===== src/rtl/otg_stat_pkg.sv =====
package otg_stat_pkg;

    localparam int STAT_W     = 16;
    localparam int BIT_LS0    = 0;
    localparam int LS_W       = 2;
    localparam int BIT_HDISC  = 2;
    localparam int BIT_ID     = 3;
    localparam int BIT_VSENSE = 4;
    localparam int BIT_VBUS   = 5;
    localparam int BIT_SVALID = 6;
    localparam int BIT_SEND   = 7;
    localparam int BIT_PCLK   = 8;

    typedef struct packed {
        logic vbus;
        logic evt;
    } vbus_state_t;

    typedef struct packed {
        logic valid;
        logic ended;
    } sess_state_t;

    typedef struct packed {
        logic            pclk;
        logic            vsense;
        logic            id;
        logic            hdisc;
        logic [LS_W-1:0] ls;
    } aux_state_t;

endpackage


===== src/rtl/otg_vbus_track.sv =====
module otg_vbus_track
    import otg_stat_pkg::*;
(
    input  logic clk,
    input  logic rst_n,
    input  logic stb_i,
    input  logic lvl_i,
    output logic vbus_o,
    output logic evt_o
);

    vbus_state_t st_d, st_q;

    always_comb begin
        st_d     = st_q;
        st_d.evt = 1'b0;
        if (stb_i) begin
            st_d.vbus = lvl_i;
            st_d.evt  = (lvl_i != st_q.vbus);
        end
    end

    always_ff @(posedge clk) begin
        if (!rst_n) st_q <= '0;
        else        st_q <= st_d;
    end

    assign vbus_o = st_q.vbus;
    assign evt_o  = st_q.evt;

    AST_EVT_NEEDS_FLIP: assert property (@(posedge clk) disable iff (!rst_n)
        $rose(evt_o) |-> (vbus_o != $past(vbus_o)));
    AST_HOLD_NO_STB: assert property (@(posedge clk) disable iff (!rst_n)
        !stb_i |=> ($stable(vbus_o) && !evt_o));

endmodule


===== src/rtl/otg_sess_track.sv =====
module otg_sess_track
    import otg_stat_pkg::*;
(
    input  logic clk,
    input  logic rst_n,
    input  logic stb_i,
    input  logic lvl_i,
    output logic valid_o,
    output logic ended_o
);

    sess_state_t st_d, st_q;

    always_comb begin
        st_d = st_q;
        if (stb_i) begin
            st_d.valid = lvl_i;
            st_d.ended = ~lvl_i;
        end
    end

    always_ff @(posedge clk) begin
        if (!rst_n) st_q <= '0;
        else        st_q <= st_d;
    end

    assign valid_o = st_q.valid;
    assign ended_o = st_q.ended;

    AST_SESS_EXCLUSIVE: assert property (@(posedge clk) disable iff (!rst_n)
        $onehot0({valid_o, ended_o}));
    AST_SESS_SETTLED: assert property (@(posedge clk) disable iff (!rst_n)
        stb_i |=> (valid_o != ended_o));

endmodule


===== src/rtl/otg_stat_rdport.sv =====
module otg_stat_rdport #(
    parameter int                ADDR_W    = 4,
    parameter int                DATA_W    = 16,
    parameter logic [ADDR_W-1:0] STAT_ADDR = ADDR_W'(3)
) (
    input  logic              clk,
    input  logic              rst_n,
    input  logic              rd_en_i,
    input  logic [ADDR_W-1:0] rd_addr_i,
    input  logic [DATA_W-1:0] stat_i,
    output logic              rd_valid_o,
    output logic [DATA_W-1:0] rd_data_o
);

    typedef struct packed {
        logic              valid;
        logic [DATA_W-1:0] data;
    } rd_state_t;

    rd_state_t st_d, st_q;

    always_comb begin
        st_d       = st_q;
        st_d.valid = rd_en_i;
        if (rd_en_i) begin
            st_d.data = (rd_addr_i == STAT_ADDR) ? stat_i : '0;
        end
    end

    always_ff @(posedge clk) begin
        if (!rst_n) st_q <= '0;
        else        st_q <= st_d;
    end

    assign rd_valid_o = st_q.valid;
    assign rd_data_o  = st_q.data;

    AST_RD_VALID_NEXT: assert property (@(posedge clk) disable iff (!rst_n)
        rd_en_i |=> rd_valid_o);
    AST_RD_MISS_ZERO: assert property (@(posedge clk) disable iff (!rst_n)
        (rd_en_i && (rd_addr_i != STAT_ADDR)) |=> (rd_data_o == '0));

endmodule


===== src/rtl/otg_line_status.sv =====
module otg_line_status
    import otg_stat_pkg::*;
#(
    parameter int                ADDR_W    = 4,
    parameter logic [ADDR_W-1:0] STAT_ADDR = ADDR_W'(3)
) (
    input  logic              clk,
    input  logic              rst_n,
    input  logic              vbus_stb,
    input  logic              vbus_lvl,
    input  logic              sess_stb,
    input  logic              sess_lvl,
    input  logic              aux_stb,
    input  logic              pwr_clk_good,
    input  logic              vbus_sense,
    input  logic              id_level,
    input  logic              host_discon,
    input  logic [LS_W-1:0]   line_state,
    input  logic              rd_en,
    input  logic [ADDR_W-1:0] rd_addr,
    output logic              rd_valid,
    output logic [STAT_W-1:0] rd_data,
    output logic              vbus_evt
);

    logic              vbus_bit;
    logic              sess_valid;
    logic              sess_ended;
    logic [STAT_W-1:0] stat_word;
    aux_state_t        aux_d, aux_q;

    otg_vbus_track u_vbus (
        .clk    (clk),
        .rst_n  (rst_n),
        .stb_i  (vbus_stb),
        .lvl_i  (vbus_lvl),
        .vbus_o (vbus_bit),
        .evt_o  (vbus_evt)
    );

    otg_sess_track u_sess (
        .clk     (clk),
        .rst_n   (rst_n),
        .stb_i   (sess_stb),
        .lvl_i   (sess_lvl),
        .valid_o (sess_valid),
        .ended_o (sess_ended)
    );

    always_comb begin
        aux_d = aux_q;
        if (aux_stb) begin
            aux_d.pclk   = pwr_clk_good;
            aux_d.vsense = vbus_sense;
            aux_d.id     = id_level;
            aux_d.hdisc  = host_discon;
            aux_d.ls     = line_state;
        end
    end

    always_ff @(posedge clk) begin
        if (!rst_n) aux_q <= '0;
        else        aux_q <= aux_d;
    end

    always_comb begin
        stat_word                     = '0;
        stat_word[BIT_LS0 +: LS_W]    = aux_q.ls;
        stat_word[BIT_HDISC]          = aux_q.hdisc;
        stat_word[BIT_ID]             = aux_q.id;
        stat_word[BIT_VSENSE]         = aux_q.vsense;
        stat_word[BIT_VBUS]           = vbus_bit;
        stat_word[BIT_SVALID]         = sess_valid;
        stat_word[BIT_SEND]           = sess_ended;
        stat_word[BIT_PCLK]           = aux_q.pclk;
    end

    otg_stat_rdport #(
        .ADDR_W    (ADDR_W),
        .DATA_W    (STAT_W),
        .STAT_ADDR (STAT_ADDR)
    ) u_rd (
        .clk        (clk),
        .rst_n      (rst_n),
        .rd_en_i    (rd_en),
        .rd_addr_i  (rd_addr),
        .stat_i     (stat_word),
        .rd_valid_o (rd_valid),
        .rd_data_o  (rd_data)
    );

    AST_SESS_NO_EVT: assert property (@(posedge clk) disable iff (!rst_n)
        (sess_stb && !vbus_stb) |=> !vbus_evt);
    AST_AUX_HOLD: assert property (@(posedge clk) disable iff (!rst_n)
        !aux_stb |=> $stable(aux_q));
    AST_HIGH_BITS_ZERO: assert property (@(posedge clk) disable iff (!rst_n)
        rd_valid |-> (rd_data[STAT_W-1:BIT_PCLK+1] == '0));

endmodule


===== config.mk =====
export PLATFORM = sky130hd
export DESIGN_NAME = otg_line_status
export DESIGN_NICKNAME = d
export VERILOG_FILES = /design/src/rtl/otg_stat_pkg.sv /design/src/rtl/otg_vbus_track.sv /design/src/rtl/otg_sess_track.sv /design/src/rtl/otg_stat_rdport.sv /design/src/rtl/otg_line_status.sv
export SDC_FILE = /design/constraint.sdc
export NUM_CORES = 1
export LEC_CHECK = 0
export ABC_CLOCK_PERIOD_IN_PS = 800
export BUFFER_PORTS_ARGS = -buffer_cell sky130_fd_sc_hd__buf_2
export CORE_MARGIN = 10
export CORE_UTILIZATION = 39
export CTS_CLUSTER_DIAMETER = 60
export DETAILED_ROUTE_END_ITERATION = 6
export PLACE_DENSITY_LB_ADDON = 0.2
export SKIP_CTS_REPAIR_TIMING = 1
export SYNTH_ARGS = -nofsm -noshare
export SYNTH_HDL_FRONTEND = slang
export SYNTH_SLANG_ARGS = --single-unit

===== constraint.sdc =====
create_clock -name clk -period 0.8 [get_ports clk]
set_input_delay 0.12 -clock clk [delete_from_list [all_inputs] [get_ports clk]]
set_output_delay 0.12 -clock clk [all_outputs]
set_load 0.03 [all_outputs]

==> results of run 1 <==
[stage by stage]
stage / area [µm²] / TNS [ps] / worst slack (ps) / power [mW]
4_1_cts: 939.7 / -1796 / -187.7 / 1.848
3_5_place_dp: 903.4 / -1165 / -133.0 / 1.282
5_1_grt: 1023 / -1359 / -139.2 / 1.918
2_1_floorplan: 787.0 / 0 / 28.14 / 1.232
6_report: 1023 / -935.1 / -103.5 / 1.838
3_3_place_gp: 903.4 / -935.8 / -105.7 / 1.277
[final timing paths]
check | depth (start not counted) | to | slack [ps]
setup reg to reg | 2 | u_vbus.evt_o | 50
hold reg to reg | 1 | u_rd.rd_data_o[5] | 480
setup / recovery | 1 | rd_data[8] | -100
hold / removal | 2 | u_rd.rd_valid_o | 60
[kinds of logic after synthesis]
logic type                Yosys count
other                               1
and+or+nand+nor                    15
AOI/OAI and AO/OA                  10
DFF                                20
muxes                               8
xor gates and xnor gates            1
buffers and inverters              11
[final cells by class]
class | count | share of cell area, %
repair buffers | 31 | 22.62
multi-input cells | 41 | 30.20
clock buffers | 4 | 3.545
flip-flops and latches | 20 | 40.59
well taps | 25 | 3.056
[routing by layer]
layer | global-route usage (%) | up-vias
met4 | 7.219 | 0
met3 | 2.962 | 2
met1 | 9.136 | 262
met5 | 0 | -
li1 | - | 278
met2 | 12.81 | 29
[registers in the layout, indices dropped and copies added (netlist names)]
register,cells
u_vbus.vbus_o,1
u_sess.valid_o,1
aux_q,6
u_sess.ended_o,1
u_rd.rd_valid_o,1
u_rd.rd_data_o,9
u_vbus.evt_o,1
[power breakdown]
part	switching (mW)	leakage, nW	internal, mW
clock	0.291	0.0210	0.277
combinational	0.128	0.276	0.0947
sequential	0.0177	0.169	1.03
[Yosys cell counts (2+ instances only)]
master | n | share of area (%)
buf_4 | 7 | 6.9
dfxtp_1 | 20 | 52
nand2b_1 | 2 | 1.6
nor2b_1 | 9 | 7.4
a32o_1 | 9 | 12
mux2i_1 | 8 | 10
==> flow_summary.yaml, run 1 <==
run_status:
  outcome: "finished with violations"
  violations: "negative setup slack"
die:
  dieArea_um2: 4131
  die_x_um: 64.28
  io_pins: 36
  die_y_um: 64.28
  initial_core_util_pct: 42.88
  coreArea_um2: 1783
  rows: 15
detailed_routing:
  met2_length_um: 736
  vias: 571
  drc_errors: 0
  dr.pass1.iters: 4
  wl_per_cell_um: 13.78
  drt-met1-wl_um: 756
  highest_layer: "met4"
  routed_via_density: 4.719
  wirelength_mm: 1.667
  final_antenna_net_count: 0
  wl_met3_um: 140
  drtIter0Drc: 12
hold_path:
  hold_class: "input port to flop"
  worstHoldStart: "rd_en"
final_layout:
  fillers: 160
  area_growth_pct: 33.88
  fin_nets: 115
  drive_gt1_share_pct: 50.00
  multi_input_area_um2: 309.0
  num_antenna_cells: 0
  final_util_pct: 57.40
  ff_latch_area_um2: 415.4
  layout_commonest_cell: "buf_2"
  fin_cells: 121
  mostFrequentLayoutCells: "17 x buf_2, 12 x dfxtp_2, 11 x buf_6, 9 x nor2b_1, 9 x a32o_1"
synthesis:
  synth_compound_area_share_pct: 12.77
  yosysWarnings: 0
  synth.mux.area_fraction_pct: 10.47
  synthesis.area_um2: 764.5
  synth_flop_cell: "dfxtp_1"
  syn_inst: 66
  synth-xor-area-share_pct: 1.146
  synth_edf_count: 0
  yosysSeqAreaShare_pct: 52.37
  avgSynthCellArea_um2: 11.58
  synthAdderAreaFrac_pct: 0
  async_flop_share_pct: 0
  ys_ff_latch: 20
  synth_top_family_by_area: "compound AO/OA/AOI/OAI gates"
  synth_cell_types: 17
  yosys.area_share.simple_pct: 12.60
cts:
  htreeDepth: 1
  cts-root-buf: "clkbuf_4"
  clkTransAtPathRegs_ps: 110
  cts_buffers: 3
  clk-insertion-delay-late_ps: 290
  clkSinkCount: 20
  cts_tree: "done"
  cts_buffer_depth: 2
worst_setup_path:
  crit_required_ps: 680
  cp-start-kind: "flop"
  r2r_start: "u_vbus.vbus_o"
  crit_start: "u_rd.rd_data_o[8]"
  worstSetupPathType: "flop to output pin"
  critPathTopFamily: "flip-flops"
  slowest_delay_ps: 360
  slowest_stage: "dfxtp_2"
  crit_chain: "buf_6"
  crit_fanout: 2
  crit_path_end_kind: "output pin"
  crit_buf_inv: 1
  critPathArrivalTime_ps: 780
sta:
  finalCritPeriodShare_pct: 112.9
  fin_skew_ps: 4.120
  fin_ws_ps: -103.5
  max_freq_mhz: 1107
  setup_viol: 11
  maxSlewViolCount: 0
  finalHoldViolations: 0
  rsz0062_at_grt: "yes"
  min_period_ps: 903.5
  holdWs_ps: 57.31
grt:
  antenna_found_initial: 0
  globalRouteOverflowTotal: 0
  grt_pass1_wl_mm: 2.815
  grt_use_total_pct: 8.432
  grt_max_degree: 12
  grt_pass1_vias: 613
placement:
  numPortBuffers: 28
  hpwl_mm: 1.316
  place_inst: 117
  gp_congestion: 0.6863
power:
  power_density_nw_per_um2: 1796
  p_leak_nw: 0.4662
  ir_worst_vdd_mv: 1.041
flow_run:
  maxCapViolations: 0
(Power assumes the default switching activity.)
==> inputs of run 2 (changes only) <==
Settings changed: CTS_BUF_LIST set to sky130_fd_sc_hd__clkbuf_16.
==> flow_summary.yaml, run 2 (synthesis gave the netlist of run 1 again) <==
power:
  ir_worst_vdd_mv: 1.247
  power.switching_mw: 0.4778
  p_int_mw: 1.792
  p_leak_nw: 0.4892
  seq_power_share_pct: 46.3
  power.share.clock_pct: 43.8
  power_density_nw_per_um2: 2114
  switching_share_pct: 21.06
  power_frac_comb_pct: 9.8
worst_setup_path:
  crit_path_end_kind: "output pin"
  crit_fanout: 2
  critPathArrivalTime_ps: 710
  cp-start-kind: "flop"
  crit_chain: "buf_6"
  slowest_stage: "dfxtp_2"
  cp.depth: 1
  critPathTopFamily: "flip-flops"
  slowest_delay_ps: 340
  r2r_cells: 2
  crit_required_ps: 680
  crit_buf_inv: 1
  worstSetupPathType: "flop to output pin"
die:
  die_x_um: 64.28
  initial_core_util_pct: 42.88
  io_pins: 36
  coreArea_um2: 1783
  dieArea_um2: 4131
  die_y_um: 64.28
  rows: 15
final_layout:
  fin_cells: 122
  mostFrequentLayoutCells: "17 x buf_2, 12 x dfxtp_2, 11 x buf_6, 9 x nor2b_1, 9 x a32o_1"
  area_growth_pct: 40.43
  largest_reg_flops: 9
  layout_commonest_cell: "buf_2"
  final_util_pct: 60.21
  num_antenna_cells: 0
  drive_gt1_share_pct: 49.48
  fin_nets: 116
cts:
  cts_tree: "done"
  cts-root-buf: "clkbuf_16"
  cts_buffers: 3
  cts_buffer_depth: 2
  clkTransAtPathRegs_ps: 50
  htreeDepth: 1
  clk-insertion-delay-late_ps: 250
  clkSinkCount: 20
placement:
  hpwl_mm: 1.316
  numPortBuffers: 28
  place_inst: 117
  pre_cts_ws_ps: -133.0
  gp_congestion: 0.6863
sta:
  setup_viol: 11
  fin_skew_ps: 1.958
  fin_ws_ps: -32.71
  min_period_ps: 832.7
  max_freq_mhz: 1201
  finalCritPeriodShare_pct: 104.1
  maxSlewViolCount: 0
  rsz0062_at_grt: "yes"
  holdWs_ps: 105.8
  finalHoldViolations: 0
run_status:
  violations: "negative setup slack"
  outcome: "finished with violations"
detailed_routing:
  vias: 590
  drtIter0Drc: 17
  wirelength_mm: 1.731
  dr.pass1.iters: 4
  routed_via_density: 4.836
  final_antenna_net_count: 0
  drc_errors: 0
  wl_per_cell_um: 14.19
grt:
  grt_pass1_vias: 617
  globalRouteOverflowTotal: 0
  antenna_found_initial: 0
  grt_pass1_wl_mm: 2.891
  grt_max_degree: 12
  grt_use_total_pct: 8.642
hold_path:
  hold_class: "input port to flop"
  hold_depth: 2
flow_run:
  maxCapViolations: 0
==> run 2: cell count changes in the layout (fill, tap and decap cells not counted) <==
cell / delta
clkbuf_4: -3
buf_4: +1
clkbuf_16: +3
clkinv_1: +1
clkbuf_8: -1
==> run 2: cell type report <==
type	count	area [µm²]
Fill cell	151	709.4
Sequential cell	20	415.4
Multi-Input combinational cell	41	309.0
Timing Repair Buffer	32	239.0
Clock buffer	3	75.07
Tap cell	25	31.28
Clock inverter	1	3.754
==> run 2: path summary, 6_finish.rpt <==
path                                   startpoint                 to  slack (ps)
worst max-delay path            u_rd.rd_data_o[8]         rd_data[8]         -30
worst min register to register  u_rd.rd_data_o[3]  u_rd.rd_data_o[3]         470
worst max register to register  u_rd.rd_data_o[0]  u_rd.rd_data_o[0]          40
worst min-delay path                        rd_en    u_rd.rd_valid_o         110
==> run 2: layer usage <==
layer	global-route usage, %	up-vias	routed length [µm]
met2	13.55	29	828
met4	6.417	0	34
met1	8.841	278	695
met5	0	-	0
li1	-	281	-
met3	4.007	2	172
==> run 2: power by group through the flow <==
stage	logic (mW)	clock network, mW	registers [mW]
floorplan	0.153	0	1.08
finish	0.223	0.995	1.05
CTS	0.216	1.02	1.05
detailed placement	0.214	0	1.07
global placement	0.209	0	1.07
global route	0.244	1.05	1.05
==> run 2: through the flow <==
step	instance area [µm²]	total power, mW	setup TNS (ps)
final	1074	2.269	-217.4
after global routing	1074	2.351	-465.0
after floorplan	787.0	1.232	0
after detailed placement	903.4	1.282	-1165
after global placement	903.4	1.277	-935.8
after CTS	982.2	2.280	-1021
==> inputs of run 3 (changes only) <==
Settings changed: ABC_CLOCK_PERIOD_IN_PS 800 to 900, CORE_UTILIZATION 39 to 44, CTS_CLUSTER_SIZE set to 30.
Clock period 0.8 ns to 0.9 ns, I/O delays scaled along.
==> flow_summary.yaml, run 3 (synthesis gave the netlist of run 1 again) <==
final_layout:
  num_antenna_cells: 0
  area_growth_pct: 33.22
  final_area_um2: 1018
  drive_gt1_share_pct: 41.05
  layout_commonest_cell: "buf_2"
  mostFrequentLayoutCells: "19 x buf_2, 16 x dfxtp_1, 9 x nor2b_1, 9 x a32o_1, 8 x mux2i_1"
  largest_reg_flops: 9
  fin_nets: 115
grt:
  grt_max_degree: 11
  grt_pass1_vias: 579
  grt_pass1_wl_mm: 2.622
  globalRouteOverflowTotal: 0
  antenna_found_initial: 0
  grt_use_total_pct: 9.262
worst_setup_path:
  critPathArrivalTime_ps: 740
  crit_fanout: 2
  crit_required_ps: 760
  worstSetupPathType: "flop to output pin"
  critPathTopFamily: "flip-flops"
  cp-start-kind: "flop"
  slowest_delay_ps: 330
  crit_path_end_kind: "output pin"
  slowest_stage: "dfxtp_1"
  crit_buf_inv: 1
  crit_chain: "buf_4"
placement:
  hpwl_mm: 1.349
  numPortBuffers: 28
  placed_area_um2: 893.4
  gp_congestion: 0.6865
die:
  die_y_um: 61.68
  coreArea_um2: 1689
  dieArea_um2: 3804
  rows: 15
  die_x_um: 61.68
  initial_core_util_pct: 45.26
  io_pins: 36
flow_run:
  maxCapViolations: 0
sta:
  fin_skew_ps: 0.8354
  finalCritPeriodShare_pct: 97.18
  max_freq_mhz: 1143
  min_period_ps: 874.6
  fin_setup_tns_ps: 0
  holdWs_ps: 112.1
  maxSlewViolCount: 0
  finalHoldViolations: 0
  setup_viol: 0
power:
  p_leak_nw: 0.4742
  ir_worst_vdd_mv: 0.9010
  power_density_nw_per_um2: 1966
cts:
  cts_buffer_depth: 2
  clk-insertion-delay-late_ps: 250
  cts_tree: "done"
  cts-root-buf: "clkbuf_16"
  clkSinkCount: 20
  cts_buffers: 3
  clkTransAtPathRegs_ps: 50
  htreeDepth: 1
detailed_routing:
  drc_errors: 0
  wirelength_mm: 1.733
  routed_via_density: 5.089
  wl_per_cell_um: 15.47
  dr.pass1.iters: 4
  drtIter0Drc: 5
  vias: 570
  final_antenna_net_count: 0
hold_path:
  hold_class: "input port to flop"
run_status:
  outcome: "completed"
==> run 3: stage by stage <==
stage               util (%)  cells  worst slack (ps)  total power, mW
floorplan                  -     72             113.1            1.095
global route           60.30    112           -0.6973            2.088
CTS                    57.33    112            -31.28            2.013
detailed placement     52.89    109            -43.17            1.140
global placement       52.89    109            -21.49            1.135
finish                 60.30    112             25.42            2.002
==> run 3: report_power, final <==
part / switching, mW / leakage (nW) / internal [mW] / total, mW
Clock: 0.295 / 0.0370 / 0.585 / 0.879
Sequential: 0.0154 / 0.165 / 0.917 / 0.932
Combinational: 0.113 / 0.272 / 0.0783 / 0.191
Total: 0.423 / 0.474 / 1.58 / 2.00
==> run 3: worst paths after layout <==
check	start	end	slack [ps]	cells after the start
worst max-delay path	u_rd.rd_data_o[7]	rd_data[7]	30	1
worst min-delay path	rd_en	u_rd.rd_valid_o	110	2
worst max register to register	u_vbus.vbus_o	u_vbus.evt_o	150	2
worst min register to register	u_rd.rd_data_o[2]	u_rd.rd_data_o[2]	470	1
==> run 3: cell type report <==
cell class,instances,area (µm²)
Sequential cell,20,405.4
Timing Repair Buffer,31,207.7
Multi-Input combinational cell,41,309.0
Tap cell,17,21.27
Fill cell,148,670.6
Clock buffer,3,75.07
==> run 3: layer usage <==
metal  share of wire, %  global-route usage [%]  vias to the layer above  wire length [µm]
met2                 50                   14.35                       25               860
met5                  0                       0                        -                 0
met3                 12                   4.536                        4               204
met1                 36                   9.518                      263               624
met4                2.5                   6.688                        0                44
li1                   -                       -                      278                 -
